[config.mk]
export PLATFORM = sky130hd
export DESIGN_NAME = iaddr_trigger
export DESIGN_NICKNAME = d
export VERILOG_FILES = /design/src/rtl/iat_pkg.sv /design/src/rtl/iat_regs.sv /design/src/rtl/iat_match.sv /design/src/rtl/iaddr_trigger.sv
export SDC_FILE = /design/constraint.sdc
export NUM_CORES = 1
export LEC_CHECK = 0
export BUFFER_PORTS_ARGS = -buffer_cell sky130_fd_sc_hd__buf_2
export CAP_MARGIN = 10
export CORE_MARGIN = 2
export CORE_UTILIZATION = 48
export DETAILED_ROUTE_END_ITERATION = 16
export PLACE_DENSITY = 0.83
export REMOVE_ABC_BUFFERS = 1
export SLEW_MARGIN = 10
export SYNTH_ARGS = -nofsm -noshare
export SYNTH_HDL_FRONTEND = slang
export SYNTH_SLANG_ARGS = --single-unit
[constraint.sdc]
create_clock -name clk_i -period 2.65 [get_ports clk_i]
set_input_delay 0.265 -clock clk_i [delete_from_list [all_inputs] [get_ports clk_i]]
set_output_delay 0.265 -clock clk_i [all_outputs]
set_load 0.1 [all_outputs]
[src/rtl/iat_pkg.sv]
package iat_pkg;
  localparam logic [11:0] CSR_TSEL  = 12'h7A0;
  localparam logic [11:0] CSR_TD1   = 12'h7A1;
  localparam logic [11:0] CSR_TD2   = 12'h7A2;
  localparam logic [11:0] CSR_TINFO = 12'h7A4;
  localparam logic [3:0]  TD1_TYPE  = 4'h6;
  localparam logic [31:0] TINFO_VAL = 32'h0100_0006;

  typedef struct packed {
    logic dmode;
    logic dbg_act;
    logic exec;
    logic hit;
  } td1_state_t;
endpackage

[src/rtl/iat_regs.sv]
module iat_regs
  import iat_pkg::*;
#(
  parameter int XLEN = 32
) (
  input  logic            clk_i,
  input  logic            rst_ni,
  input  logic            we_i,
  input  logic [11:0]     addr_i,
  input  logic [XLEN-1:0] wdata_i,
  input  logic            dbg_mode_i,
  input  logic            fire_i,
  output td1_state_t      td1_o,
  output logic [XLEN-1:0] tdata2_o
);
  logic locked, wr_ok;
  assign locked = td1_o.dmode && !dbg_mode_i;
  assign wr_ok  = we_i && !locked;

  always_ff @(posedge clk_i or negedge rst_ni) begin
    if (!rst_ni) begin
      td1_o    <= '0;
      tdata2_o <= '0;
    end else begin
      if (wr_ok && addr_i == CSR_TD1) begin
        if (dbg_mode_i) td1_o.dmode <= wdata_i[27];
        td1_o.dbg_act <= (wdata_i[15:12] == 4'b0001);
        td1_o.exec    <= wdata_i[2];
        td1_o.hit     <= fire_i | (td1_o.hit & wdata_i[22]);
      end else begin
        td1_o.hit <= td1_o.hit | fire_i;
      end
      if (wr_ok && addr_i == CSR_TD2) tdata2_o <= wdata_i;
    end
  end
endmodule

[src/rtl/iat_match.sv]
module iat_match #(
  parameter int XLEN  = 32,
  parameter bit HAS_U = 1'b1
) (
  input  logic            clk_i,
  input  logic            rst_ni,
  input  logic            issue_valid_i,
  input  logic [XLEN-1:0] issue_pc_i,
  input  logic [XLEN-1:0] tdata2_i,
  input  logic            exec_i,
  input  logic            dbg_act_i,
  input  logic            dbg_mode_i,
  input  logic            priv_m_i,
  input  logic            ack_i,
  input  logic            ret_i,
  output logic            fire_o,
  output logic            fire_exc_o,
  output logic            fire_dbg_o,
  output logic [XLEN-1:0] trap_pc_o
);
  logic skip_q, ret_seen_q, priv_ok;

  generate
    if (HAS_U) begin : g_user
      assign priv_ok = 1'b1;
    end else begin : g_monly
      assign priv_ok = priv_m_i;
    end
  endgenerate

  assign fire_o = issue_valid_i && exec_i && !dbg_mode_i && priv_ok && !skip_q
                  && (issue_pc_i == tdata2_i);
  assign fire_exc_o = fire_o && !dbg_act_i;
  assign fire_dbg_o = fire_o &&  dbg_act_i;
  assign trap_pc_o  = fire_o ? issue_pc_i : '0;

  // mask from trap acceptance to first issue after return
  always_ff @(posedge clk_i or negedge rst_ni) begin
    if (!rst_ni) begin
      skip_q     <= 1'b0;
      ret_seen_q <= 1'b0;
    end else if (fire_o && ack_i) begin
      skip_q     <= 1'b1;
      ret_seen_q <= 1'b0;
    end else if (skip_q && ret_seen_q && issue_valid_i) begin
      skip_q     <= 1'b0;
      ret_seen_q <= 1'b0;
    end else if (skip_q && ret_i) begin
      ret_seen_q <= 1'b1;
    end
  end
endmodule

[src/rtl/iaddr_trigger.sv]
module iaddr_trigger
  import iat_pkg::*;
#(
  parameter int XLEN  = 32,
  parameter bit HAS_U = 1'b1
) (
  input  logic            clk_i,
  input  logic            rst_ni,
  input  logic            csr_we_i,
  input  logic [11:0]     csr_addr_i,
  input  logic [31:0]     csr_wdata_i,
  output logic [31:0]     csr_rdata_o,
  input  logic            dbg_mode_i,
  input  logic            priv_m_i,
  input  logic            issue_valid_i,
  input  logic [31:0]     issue_pc_i,
  input  logic            trap_ack_i,
  input  logic            ret_i,
  output logic            brk_exc_o,
  output logic            brk_dbg_o,
  output logic [31:0]     trap_pc_o
);
  td1_state_t      td1;
  logic [XLEN-1:0] tdata2_q;
  logic            fire;
  logic            hit_w, dmode_w;
  logic [31:0]     td1_rd;

  assign hit_w   = td1.hit;
  assign dmode_w = td1.dmode;

  iat_regs #(.XLEN(XLEN)) u_regs (
    .clk_i(clk_i), .rst_ni(rst_ni), .we_i(csr_we_i), .addr_i(csr_addr_i),
    .wdata_i(csr_wdata_i), .dbg_mode_i(dbg_mode_i), .fire_i(fire),
    .td1_o(td1), .tdata2_o(tdata2_q)
  );

  iat_match #(.XLEN(XLEN), .HAS_U(HAS_U)) u_match (
    .clk_i(clk_i), .rst_ni(rst_ni), .issue_valid_i(issue_valid_i),
    .issue_pc_i(issue_pc_i), .tdata2_i(tdata2_q), .exec_i(td1.exec),
    .dbg_act_i(td1.dbg_act), .dbg_mode_i(dbg_mode_i), .priv_m_i(priv_m_i),
    .ack_i(trap_ack_i), .ret_i(ret_i), .fire_o(fire),
    .fire_exc_o(brk_exc_o), .fire_dbg_o(brk_dbg_o), .trap_pc_o(trap_pc_o)
  );

  always_comb begin
    td1_rd        = '0;
    td1_rd[31:28] = TD1_TYPE;
    td1_rd[27]    = td1.dmode;
    td1_rd[22]    = td1.hit;
    td1_rd[12]    = td1.dbg_act;
    td1_rd[6]     = 1'b1;
    td1_rd[3]     = HAS_U;
    td1_rd[2]     = td1.exec;
  end

  always_comb begin
    unique case (csr_addr_i)
      CSR_TD1:   csr_rdata_o = td1_rd;
      CSR_TD2:   csr_rdata_o = tdata2_q;
      CSR_TINFO: csr_rdata_o = TINFO_VAL;
      default:   csr_rdata_o = '0;
    endcase
  end
endmodule

# Word-level counts from Yosys, hierarchy flattened
# Cells that the tools add are included.
[word_totals]
ff_bits = 38
in_bits = 84
output_inout_bits = 66
elab_cells = 44
[classes]
bitwise = 3
eq_ne = 5
n_reduce_logical = 21
n_mux = 8
[op_table]
columns = ["operator", "n"]
rows = [
  ["$pmux 32 s3", 1],
  ["$eq 12x11->1 const B", 3],
  ["$eq 32x32->1", 1],
  ["$mux 32", 1],
  ["$logic_and 1x1->1", 14],
  ["$mux 1", 6],
  ["$eq 4x1->1 const B", 1],
  ["$logic_not 1->1", 4],
  ["$reduce_bool 3->1", 1],
  ["$or 1x1->1", 2],
  ["$reduce_and 2->1", 1],
  ["$reduce_bool 2->1", 1],
  ["$and 1x1->1", 1],
]

# Longest topological paths before layout
# Gate-level depths: netlist (run 1).
[logic_depth]
depth_word = 6
mapped_depth = 6
ltp_nobuf = 5

# By module
# From an unflattened synthesis (run 1), not the netlist that was laid out.
[unflattened]
hier_cells = 239
area_unflattened_um2 = 2551.2
[modules_own_cells]
columns = ["module", "area_each_um2", "n_inst", "seq_area_each_um2", "cells_each"]
rows = [
  ["iat_regs", 1445.1, 1, 900.9, 88],
  ["iat_match", 713.2, 1, 50.0, 94],
  ["iaddr_trigger", 392.9, 1, 0.0, 57],
]

# Worst setup path after synthesis (run 1)
# No wires, ideal clock.
[synth_timing]
path_type = "register to output"
start = "register u_regs.tdata2_o[22]"
end = "output brk_exc_o"
setup_slack_ns = -0.301
t_required_ns = 2.385
n_path_buf = 0
stages_incl_launch_ff = 6
arrival_ns = 2.686
path_cell_list = "dfrtp_1 -> xor2_1 -> nor4_1 -> nand2_1 -> nor4_4 -> nor2b_1"
[synth_between]
elab_chain_cells = 3
[synth_rtl]
columns = ["element", "line_no", "source"]
rows = [
  ["start, declared", "iat_regs.sv:14", "output logic [XLEN-1:0] tdata2_o"],
  ["start signal, assigned", "iat_regs.sv:33", "if (wr_ok && addr_i == CSR_TD2) tdata2_o <= wdata_i;"],
  ["$eq 32x32->1", "iat_match.sv:32", "&& (issue_pc_i == tdata2_i);"],
  ["$logic_and 1x1->1", "iat_match.sv:32", ""],
  ["$logic_and 1x1->1", "iat_match.sv:33", "assign fire_exc_o = fire_o && !dbg_act_i;"],
  ["end, declared", "iaddr_trigger.sv:19", "output logic brk_exc_o,"],
]
# Every way passes these cells.

# Final worst setup path (run 1)
[layout_timing]
start = "register u_regs.tdata2_o[28]"
end = "output trap_pc_o[17]"
[layout_between]
elab_chain_cells = 3
[layout_rtl]
columns = ["element", "line_no", "source"]
rows = [
  ["$eq 32x32->1", "iat_match.sv:32", ""],
  ["$logic_and 1x1->1", "iat_match.sv:32", ""],
  ["$mux 32", "iat_match.sv:35", "assign trap_pc_o = fire_o ? issue_pc_i : '0;"],
  ["end, declared", "iaddr_trigger.sv:21", "output logic [31:0] trap_pc_o"],
]
# Every way passes these cells.

==> flow_results.org, run 1 <==
** Floorplan
- In this run the core area contains 26 standard-cell rows.
- Die footprint :: 5940 um^2
- The die is 77.0 um tall.
- In this run the horizontal extent of the chip is 77.0 um.
- The floorplan step defined a core boundary enclosing 5140 um^2.
- Top-level port count :: 150
- The initial utilization of the core area, before any placement, comes to 49.8%.

** Drt
- After detailed routing, the number of remaining DRC violations is 0.
- The first detailed-routing pass took 4 iterations.
- Dividing the detail-routed via count by the number of cells gives 5.13.
- Routed via count :: 2335
- The detail route stage leaves a number of antenna-violating nets equal to 0.
- Initial DRC count :: 50
- In the final routed layout, each cell accounts on average for 18.0 um.
- The final layout contains routed wiring with a total length of 8210 um.

** Layout
- The filler cells instantiated in the layout total 234.
- From synthesis to final layout, the design area changed by 79.4%.
- Multi-input gate area :: 1630 um^2
- Diode insertion count for antenna repair :: 0
- Final instance count without filler cells :: 455
- In the final layout, flip-flops and latches occupy 951 um^2.
- Fraction of final layout cells with drive strength greater than 1 :: 62.6%
- Total number of nets in the final design :: 468

** Power
- Static leakage :: 2.41 nW
- In this run, the clock network consumes 35.9% of the power.
- Portion of total power attributed to sequential cells :: 52.1%
- The internal power of the cells totals 0.858 mW.
- Net switching is 23.4% of the power.
- Pwr Density :: 244 nW/um^2
- Net switching power of the design :: 0.262 mW
- The worst-case IR drop observed on VDD is 0.220 mV.
- In this run, the combinational gates consume 12.0% of the power.

** GRT
- In the global route stage, overall resource usage came out at 27.5%.
- Entering global routing, the biggest net connects 39 pins.
- The first global-routing pass estimated 12900 um of wire.
- Global-route congestion overflow total :: 0
- Number of global-route vias before repair :: 2662
- The initial antenna violation count was 0.

** Clock network
- In this run the deepest clock path goes through 2 buffers.
- Clock-pin slew was measured on the worst setup and hold paths at 70 ps.
- The later pin in the worst-skew pair is clocked with a latency of 280 ps.
- CTS buffer count :: 5
- Number of sinks handled by clock tree synthesis :: 38
- TritonCTS built the clock tree.
- H-tree levels :: 2
- Number of hold buffers added after CTS :: 0
- Clock root cell :: sky130_fd_sc_hd__clkbuf_8

** Logic synthesis
- Cell type with the largest total area after synthesis :: sky130_fd_sc_hd__dfrtp_1
- Combined area of all synthesized cells :: 2560 um^2
- Ys Warns :: 0
- Counting flops with a built-in enable in the synthesized netlist gives 0.
- Counting every instance in the synthesized netlist gives 225.
- Total of flip-flops plus latches after synthesis :: 38
- In the post-synthesis netlist, the cell with the most instances is sky130_fd_sc_hd__and2_1.
- Of all flip-flops after synthesis, the portion carrying an async set or reset was 100%.
- In the synthesized netlist the dominant register cell turns out to be sky130_fd_sc_hd__dfrtp_1.
- Cell types occupying the most area after synthesis :: sky130_fd_sc_hd__dfrtp_1 (37%), sky130_fd_sc_hd__mux2_4 (18%), sky130_fd_sc_hd__and2_1 (14%)
- Netlist cell types :: 36
- Portion of the post-synthesis area used by sequential elements :: 37.1%
- The average instance in the mapped netlist occupies 11.4 um^2.
- Yosys top cell area share :: 37.1%
- After synthesis, the most frequently instantiated cells are sky130_fd_sc_hd__and2_1 (56), sky130_fd_sc_hd__dfrtp_1 (38), sky130_fd_sc_hd__mux2_4 (30).

** Timing
- The routed design could run at a clock period as short as 2640 ps.
- Across all hold checks on the routed design, the worst slack comes to 94.2 ps.
- Slew headroom :: 42.3%
- The final hold violation count is 0.
- Setup violations remaining at the end of the flow were counted as 0.
- At the pin with the least slew margin, the transition time is 866 ps.
- Based on the critical path, the design can be clocked at up to 0.379 GHz.
- Max-slew violation total from the final report :: 0
- Period utilization :: 99.7%
- Setup repair after global routing could not meet its margin everywhere.
- For the final database, setup skew stands at 2.48 ps.

** Setup path
- Worst Setup End Kind :: output pin
- Register-to-Register Path Depth :: 6
- Data arrives at the worst endpoint at 2380 ps.
- Type of the setup path with the least slack :: reg2out
- The worst setup path is launched from a flop.
- STA puts the critical path data required time at 2380 ps.
- Largest fanout of any net on the critical path :: 21

** Job
- Across the run, the number of max-cap violations was 0.

** Placement
- At the end of routability-driven placement, the weighted congestion stood at 0.725.
- The number of placed instances, taps included, is 442.
- Input and output buffers added on the ports amount to 148.
- Summed over all nets, the half-perimeter wirelength after detailed placement is 6290 um.

** Worst hold path
- The path class of the tightest hold or removal check is in2async.

** Status
- The flow ran to the end, and the final reports show no timing, DRC or antenna violations.
[kinds of logic (layout without fill, tap and decap cells)]
family / count (synthesis) / after routing / share of synthesized area, %
multiplexers: 35 / 35 / 19.8
flip-flops: 38 / 38 / 37.1
buffers and inverters: 10 / 170 / 2.54
XOR/XNOR: 32 / 32 / 10.9
AND/OR/NAND/NOR: 97 / 97 / 25.7
AO/OA/AOI/OAI: 13 / 13 / 3.86
[power groups by stage]
stage | combinational, mW | clock, mW | sequential (mW)
after floorplan | 0.0324 | 0 | 0.595
after global placement | 0.122 | 0 | 0.595
after detailed placement | 0.129 | 0 | 0.595
after CTS | 0.132 | 0.409 | 0.584
after global routing | 0.148 | 0.436 | 0.584
final | 0.134 | 0.402 | 0.584
[repair_timing]
action,in CTS,in global routing
gates resized for setup,8,21
pin swaps,4,4
endpoints found under the setup margin,24,34
buffers inserted,2,4
[final timing paths]
path	slack, ps	to	from
hold reg to reg	550	u_regs.td1_o[3]	u_regs.td1_o[3]
setup / recovery	9	trap_pc_o[17]	u_regs.tdata2_o[28]
min in group clk_i	170	u_match.ret_seen_q	trap_ack_i
setup reg to reg	650	u_match.skip_q	u_regs.tdata2_o[28]
max in group asynchronous	2010	u_regs.tdata2_o[4]	rst_ni
hold / removal	90	u_regs.tdata2_o[25]	rst_ni
[per-stage QoR]
| step | utilization [%] | cell area, um^2 | TNS, ps | power, mW | worst slack, ps |
|---|---|---|---|---|---|
| finish | 89.4 | 4590 | 0 | 1.12 | 9.26 |
| global placement | 85.3 | 4380 | 0 | 0.717 | 295 |
| global route | 89.4 | 4590 | -3610 | 1.17 | -149 |
| detailed placement | 85.3 | 4380 | 0 | 0.724 | 229 |
| floorplan | - | 2500 | -18540 | 0.627 | -686 |
| CTS | 87.9 | 4520 | -44.0 | 1.12 | -16.9 |
[cell usage in the layout (no fill, tap or decap), types with 3 or more instances in the layout]
| cell type | netlist | final |
|---|---|---|
| sky130_fd_sc_hd__buf_2 | 1 | 82 |
| sky130_fd_sc_hd__buf_12 | 0 | 66 |
| sky130_fd_sc_hd__dfrtp_1 | 38 | 38 |
| sky130_fd_sc_hd__and2_1 | 56 | 31 |
| sky130_fd_sc_hd__mux2_4 | 30 | 30 |
| sky130_fd_sc_hd__xor2_1 | 29 | 29 |
| sky130_fd_sc_hd__and2_4 | 0 | 25 |
| sky130_fd_sc_hd__nand2_1 | 12 | 12 |
| sky130_fd_sc_hd__buf_4 | 0 | 12 |
| sky130_fd_sc_hd__nor4_1 | 8 | 6 |
| sky130_fd_sc_hd__clkbuf_8 | 0 | 6 |
| sky130_fd_sc_hd__mux2_2 | 5 | 5 |
| sky130_fd_sc_hd__a21o_1 | 4 | 4 |
| sky130_fd_sc_hd__a22o_1 | 4 | 4 |
| sky130_fd_sc_hd__xnor2_1 | 3 | 3 |
| sky130_fd_sc_hd__nor2_1 | 3 | 3 |
[state kept, by name, indices dropped and copies added, names as in the netlist]
register            flops
u_regs.td1_o            4
u_match.skip_q          1
u_regs.tdata2_o        32
u_match.ret_seen_q      1
[layout make-up]
type / instances / area share [%]
inverter: 1 / 0.0817
clock inverter: 1 / 0.109
timing repair buffer: 161 / 39.9
tap: 70 / 1.91
sequential: 38 / 20.7
multi-input combinational: 177 / 35.4
clock buffer: 7 / 1.88
[critical path, cell delays in order, from the launching register on]
cell                      delay, ps
sky130_fd_sc_hd__dfrtp_1        400
sky130_fd_sc_hd__xor2_1         180
sky130_fd_sc_hd__nor4_2         350
sky130_fd_sc_hd__nand2_1        180
sky130_fd_sc_hd__nor4_4         350
sky130_fd_sc_hd__buf_6          250
sky130_fd_sc_hd__and2_1         200
sky130_fd_sc_hd__buf_12         180
[layer usage]
layer | vias up | wire [um] | GRT usage [%]
met5 | - | 0 | 0
met4 | 0 | 120 | 8.21
met3 | 12 | 584 | 6.00
met2 | 118 | 4460 | 53.7
met1 | 1121 | 3040 | 29.1
li1 | 1084 | - | -
Note: power is estimated with default switching activity, not from simulation.
==> inputs of run 2 (changes only) <==
- ABC_AREA: default -> 1
- CORE_UTILIZATION: 48 -> 47
- PLACE_DENSITY: 0.83 -> 0.82
- TNS_END_PERCENT: default -> 5
==> run 2 against run 1 <==
  * Area after synthesis fell by 2.9%
  * Worst setup slack improved by 180 ps
  * First-iteration DRC count rose to 3.9 times the previous value
  * Clock skew rose by 2.0 ps
  * Critical path type unchanged
  * Critical endpoint is now trap_pc_o[30]
  * Largest cell class unchanged
==> flow_results.org, run 2 <==
** Status
- The flow ran to the end, and the final reports show no timing, DRC or antenna violations.

** Setup path
- In this run the worst setup path terminates at trap_pc_o[30].
- Origin of the critical flop-to-flop path :: u_regs.td1_o[3]
- The data required time at the worst endpoint came to 2380 ps (about the same).
- The worst register-to-register path ends at u_regs.tdata2_o[3].
- Type of the setup path with the least slack :: reg2out
- Largest fanout of any net on the critical path :: 35 (+67%)
- The data arrival time of the critical path came to 2200 ps (-180 ps).
- The path depth of the worst reg2reg path is 5 (-1).
- Worst R2R Setup Slack :: 750 ps (+100 ps)
- Startpoint kind of the worst setup timing path :: flop
- Worst Setup End Kind :: output pin
- The critical path starts at u_match.skip_q.

** Timing
- The fmax is 0.406 GHz (+7.3%).
- The shortest clock period the worst path allows after layout was 2460 ps (-179 ps).
- Clk_skew :: 4.52 ps (+2.05 ps)
- The worst-case headroom to the max-slew limit came to 41.2% (-1.1 points).
- The total negative slack for setup checks is 0 ps (unchanged).
- The final number of max-transition violations is 0 (unchanged).
- The share of the clock period used by the worst path after layout came to 92.9% (-6.7 points).
- The final hold violation count was 0 (unchanged).
- Slew at the pin with the worst max-slew slack :: 882 ps (+16.1 ps)
- Number of endpoints failing setup at the final stage :: 0 (unchanged)

** Clock network
- The tree is rooted in a sky130_fd_sc_hd__clkbuf_8.
- The clock buffer count from CTS was 5 (unchanged).
- CTS tree :: built
- The later-pin clock latency in the skew report is 280 ps (about the same).
- The number of buffers added to fix hold violations after cts is 0 (unchanged).
- The clock sink total came to 38 (unchanged).
- The clock transition at the register clock pins on the worst setup and hold paths after CTS was 80 ps (about the same).
- # Post-CTS Setup Buffers :: 0 (-2)
- The clock tree buffer depth came to 2 (unchanged).
- The CTS H-tree depth was 2 (unchanged).

** Logic synthesis
- Yosys instantiated no cell more often than sky130_fd_sc_hd__nand2_1.
- The count of unique library cells instantiated by Yosys was 21 (-42%).
- Post-synth EDFFs :: 0 (unchanged)
- The share of synthesized area occupied by flip-flops and latches was 38.2% (+1.1 points).
- Yosys top cell area share :: 38.2% (+1.1 points)
- Sorting the synthesized cells by how often they occur yields sky130_fd_sc_hd__nand2_1 (103), sky130_fd_sc_hd__nor2_1 (101), sky130_fd_sc_hd__inv_1 (74).
- For this run, the leading register cell type out of synthesis is sky130_fd_sc_hd__dfrtp_1.
- Cell type with the largest total area after synthesis :: sky130_fd_sc_hd__dfrtp_1
- Cell types occupying the most area after synthesis :: sky130_fd_sc_hd__dfrtp_1 (38%), sky130_fd_sc_hd__nand2_1 (16%), sky130_fd_sc_hd__nor2_1 (15%)
- Proportion of register bits with asynchronous set or reset after synthesis :: 100% (unchanged)
- The mean post-synth cell area was 6.12 um^2 (-46%).
- The gate count of the mapped netlist is 406 (+80%).
- Combined area of all synthesized cells :: 2490 um^2 (-2.9%)
- Total of flip-flops plus latches after synthesis :: 38 (unchanged)
- Ys Warns :: 0 (unchanged)

** Drt
- Met2 wirelength from detailed routing :: 4150 um (-6.9%)
- The routed length on met1 came to 3080 um (+1.1%).
- Metal3 WL :: 460 um (-21%)
- In this run the top signal layer used is met4.
- The post-detailed-routing wire length was 7850 um (-4.3%).
- Per-cell via count in the routed design :: 4.81 (-6.3%)
- The post-detailed-route DRC marker count was 0 (unchanged).
- The detailed-route wire length per cell came to 12.6 um (-30%).
- The total via count after detailed routing came to 3000 (+28%).
- DRT antenna net count :: 0 (unchanged)
- Initial DRC count :: 195 (+290%)
- Count of TritonRoute iterations in the first routing pass :: 4 (unchanged)

** Power
- Sw Ratio :: 24.6% (+1.2 points)
- The portion of total power attributed to sequential cells came to 51.5% (-0.6 points).
- The worst supply voltage drop on vdd is 0.268 mV (+22%).
- The total internal power came to 0.854 mW (-0.53%).
- Static leakage :: 2.32 nW (-3.4%)
- The total design power is 1.13 mW (+1.1%).
- Power share of the combinational group :: 12.2% (+0.2 points)
- Pwr Density :: 288 nW/um^2 (+18%)
- Clock group share of total power :: 36.4% (+0.5 points)
- Net switching power of the design :: 0.279 mW (+6.5%)

** Floorplan
- Floorplan die height :: 76.7 um (-0.41%)
- Core Footprint :: 5110 um^2 (-0.63%)
- The number of placed I/O pins is 150 (unchanged).
- The effective utilization at floorplan was 48.7% (-1.2 points).
- Die footprint :: 5890 um^2 (-0.82%)
- The placement row count is 26 (unchanged).
- The horizontal die dimension came to 76.7 um (-0.41%).

** Placement
- The detailed placement HPWL was 5900 um (-6.2%).
- Cell Area, Placed :: 3750 um^2 (-14%)
- RD Place Congestion :: 0.857 (+18%)
- Count of port buffers added during placement :: 148 (unchanged)

** Layout
- The fraction of layout cells with a size suffix above 1 came to 30.3% (-32 points).
- Largest register by flop count :: u_regs.tdata2_o
- In the final layout, the registers with the most flip-flops are u_regs.tdata2_o: 32 flops, u_regs.td1_o: 4 flops.
- Most frequent standard cell in the layout excluding fill and tap cells :: sky130_fd_sc_hd__nand2_1
- Filler Cell Count :: 386 (+65%)
- Diode insertion count for antenna repair :: 0 (unchanged)
- The number of flip-flops in the largest register was 32 (unchanged).
- The number of nets in the layout came to 637 (+36%).
- In the layout the commonest cells are sky130_fd_sc_hd__nand2_1 (103), sky130_fd_sc_hd__nor2_1 (101), sky130_fd_sc_hd__buf_2 (82).
- Growth of design area from synthesis to finish :: 58.3%
- Post-route cell area :: 3940 um^2 (-14%)
- Utilization after layout :: 77.0% (-12 points)

** GRT
- The initial antenna violation count was 0 (unchanged).
- Combined global-route utilization of all metal layers :: 26.7% (-0.72 points)
- Maximum number of pins on one net before global-route repair :: 39 (unchanged)
- The via count of the first global-routing pass was 2947 (+11%).
- The wire length of the first global-routing pass is 12800 um (-0.70%).
- The aggregate global routing overflow was 0 (unchanged).

** Job
- The number of maximum-capacitance constraint violations came to 0 (unchanged).

** Worst hold path
- Class of the tightest hold or removal check :: in2async
-- run 2: changes by cell type after synthesis, moves of 7 or more --
cell                      change
sky130_fd_sc_hd__a21oi_1     +27
sky130_fd_sc_hd__nor4_1       -7
sky130_fd_sc_hd__inv_1       +73
sky130_fd_sc_hd__mux2_4      -30
sky130_fd_sc_hd__nand2_1     +91
sky130_fd_sc_hd__nand4_1      +7
sky130_fd_sc_hd__xor2_1      -28
sky130_fd_sc_hd__and2_1      -56
sky130_fd_sc_hd__o21ai_0     +18
sky130_fd_sc_hd__nor2_1      +98
-- run 2: how the worst min path moves through the flow --
stage | start | end | slack, ps | cells after the start
after detailed placement | rst_ni | u_regs.tdata2_o[17] | 430 | 1
after global routing | rst_ni | u_regs.tdata2_o[9] | 170 | 1
after global placement | rst_ni | u_regs.tdata2_o[17] | 430 | 1
after floorplan | rst_ni | u_match.ret_seen_q | -30 | 0
final | rst_ni | u_regs.tdata2_o[17] | 100 | 1
after CTS | rst_ni | u_regs.tdata2_o[17] | 120 | 1
-- run 2: layer usage --
layer  global-route usage [%]  vias up
li1                         -     1511
met3                     4.94       16
met1                     31.0     1358
met2                     49.6      115
met5                        0        -
met4                     8.18        0
-- run 2: stage by stage --
| stage | std cells | hold WS (ps) | setup slack [ps] |
|---|---|---|---|
| 6_report | 624 | 97.2 | 188 |
| 3_3_place_gp | 616 | 428 | 333 |
| 2_1_floorplan | 394 | -30.6 | -918 |
| 4_1_cts | 624 | 124 | 0.0355 |
| 3_5_place_dp | 616 | 435 | 299 |
| 5_1_grt | 624 | 169 | -8.82 |
-- run 2: worst max-delay path, cell delays in order, from the launching register on --
cell and delay (ps):
sky130_fd_sc_hd__dfrtp_1 420, sky130_fd_sc_hd__nor3_1 190, sky130_fd_sc_hd__nand3_1 90, sky130_fd_sc_hd__nor2_1 160, sky130_fd_sc_hd__nand3_1 130, sky130_fd_sc_hd__nor2_2 210, sky130_fd_sc_hd__inv_4 180, sky130_fd_sc_hd__nor2_1 150
sky130_fd_sc_hd__clkbuf_4 340
-- run 2: kinds of logic (layout without fill, tap and decap cells) --
logic type	Yosys count	in the layout	synth area share, %
and+or+nand+nor	227	227	36.3
DFF	38	38	38.2
buffers and inverters	89	237	14.5
xor gates and xnor gates	1	1	0.352
AOI/OAI and AO/OA	51	51	10.5
-- run 2: power groups by stage --
stage,Clock (mW),Sequential (mW),Combinational (mW)
6_report,0.412,0.583,0.138
5_1_grt,0.448,0.583,0.159
4_1_cts,0.423,0.583,0.137
3_5_place_dp,0,0.594,0.136
3_3_place_gp,0,0.594,0.131
2_1_floorplan,0,0.594,0.0471
-- run 2: area by class of cell --
class / count / area [um^2] / share of cell area (%)
clock buffer: 7 / 86.3 / 2.19
inverter: 77 / 292 / 7.41
timing repair buffer: 152 / 1340 / 34.1
sequential: 38 / 951 / 24.2
tap: 70 / 87.6 / 2.23
multi-input combinational: 279 / 1170 / 29.8
clock inverter: 1 / 5.00 / 0.127
-- run 2: what timing repair did --
item,4_1_cts,5_1_grt
cloned,0,0
pin swaps,0,0
endpoints found under the setup margin,8,34
gates resized for setup,8,42
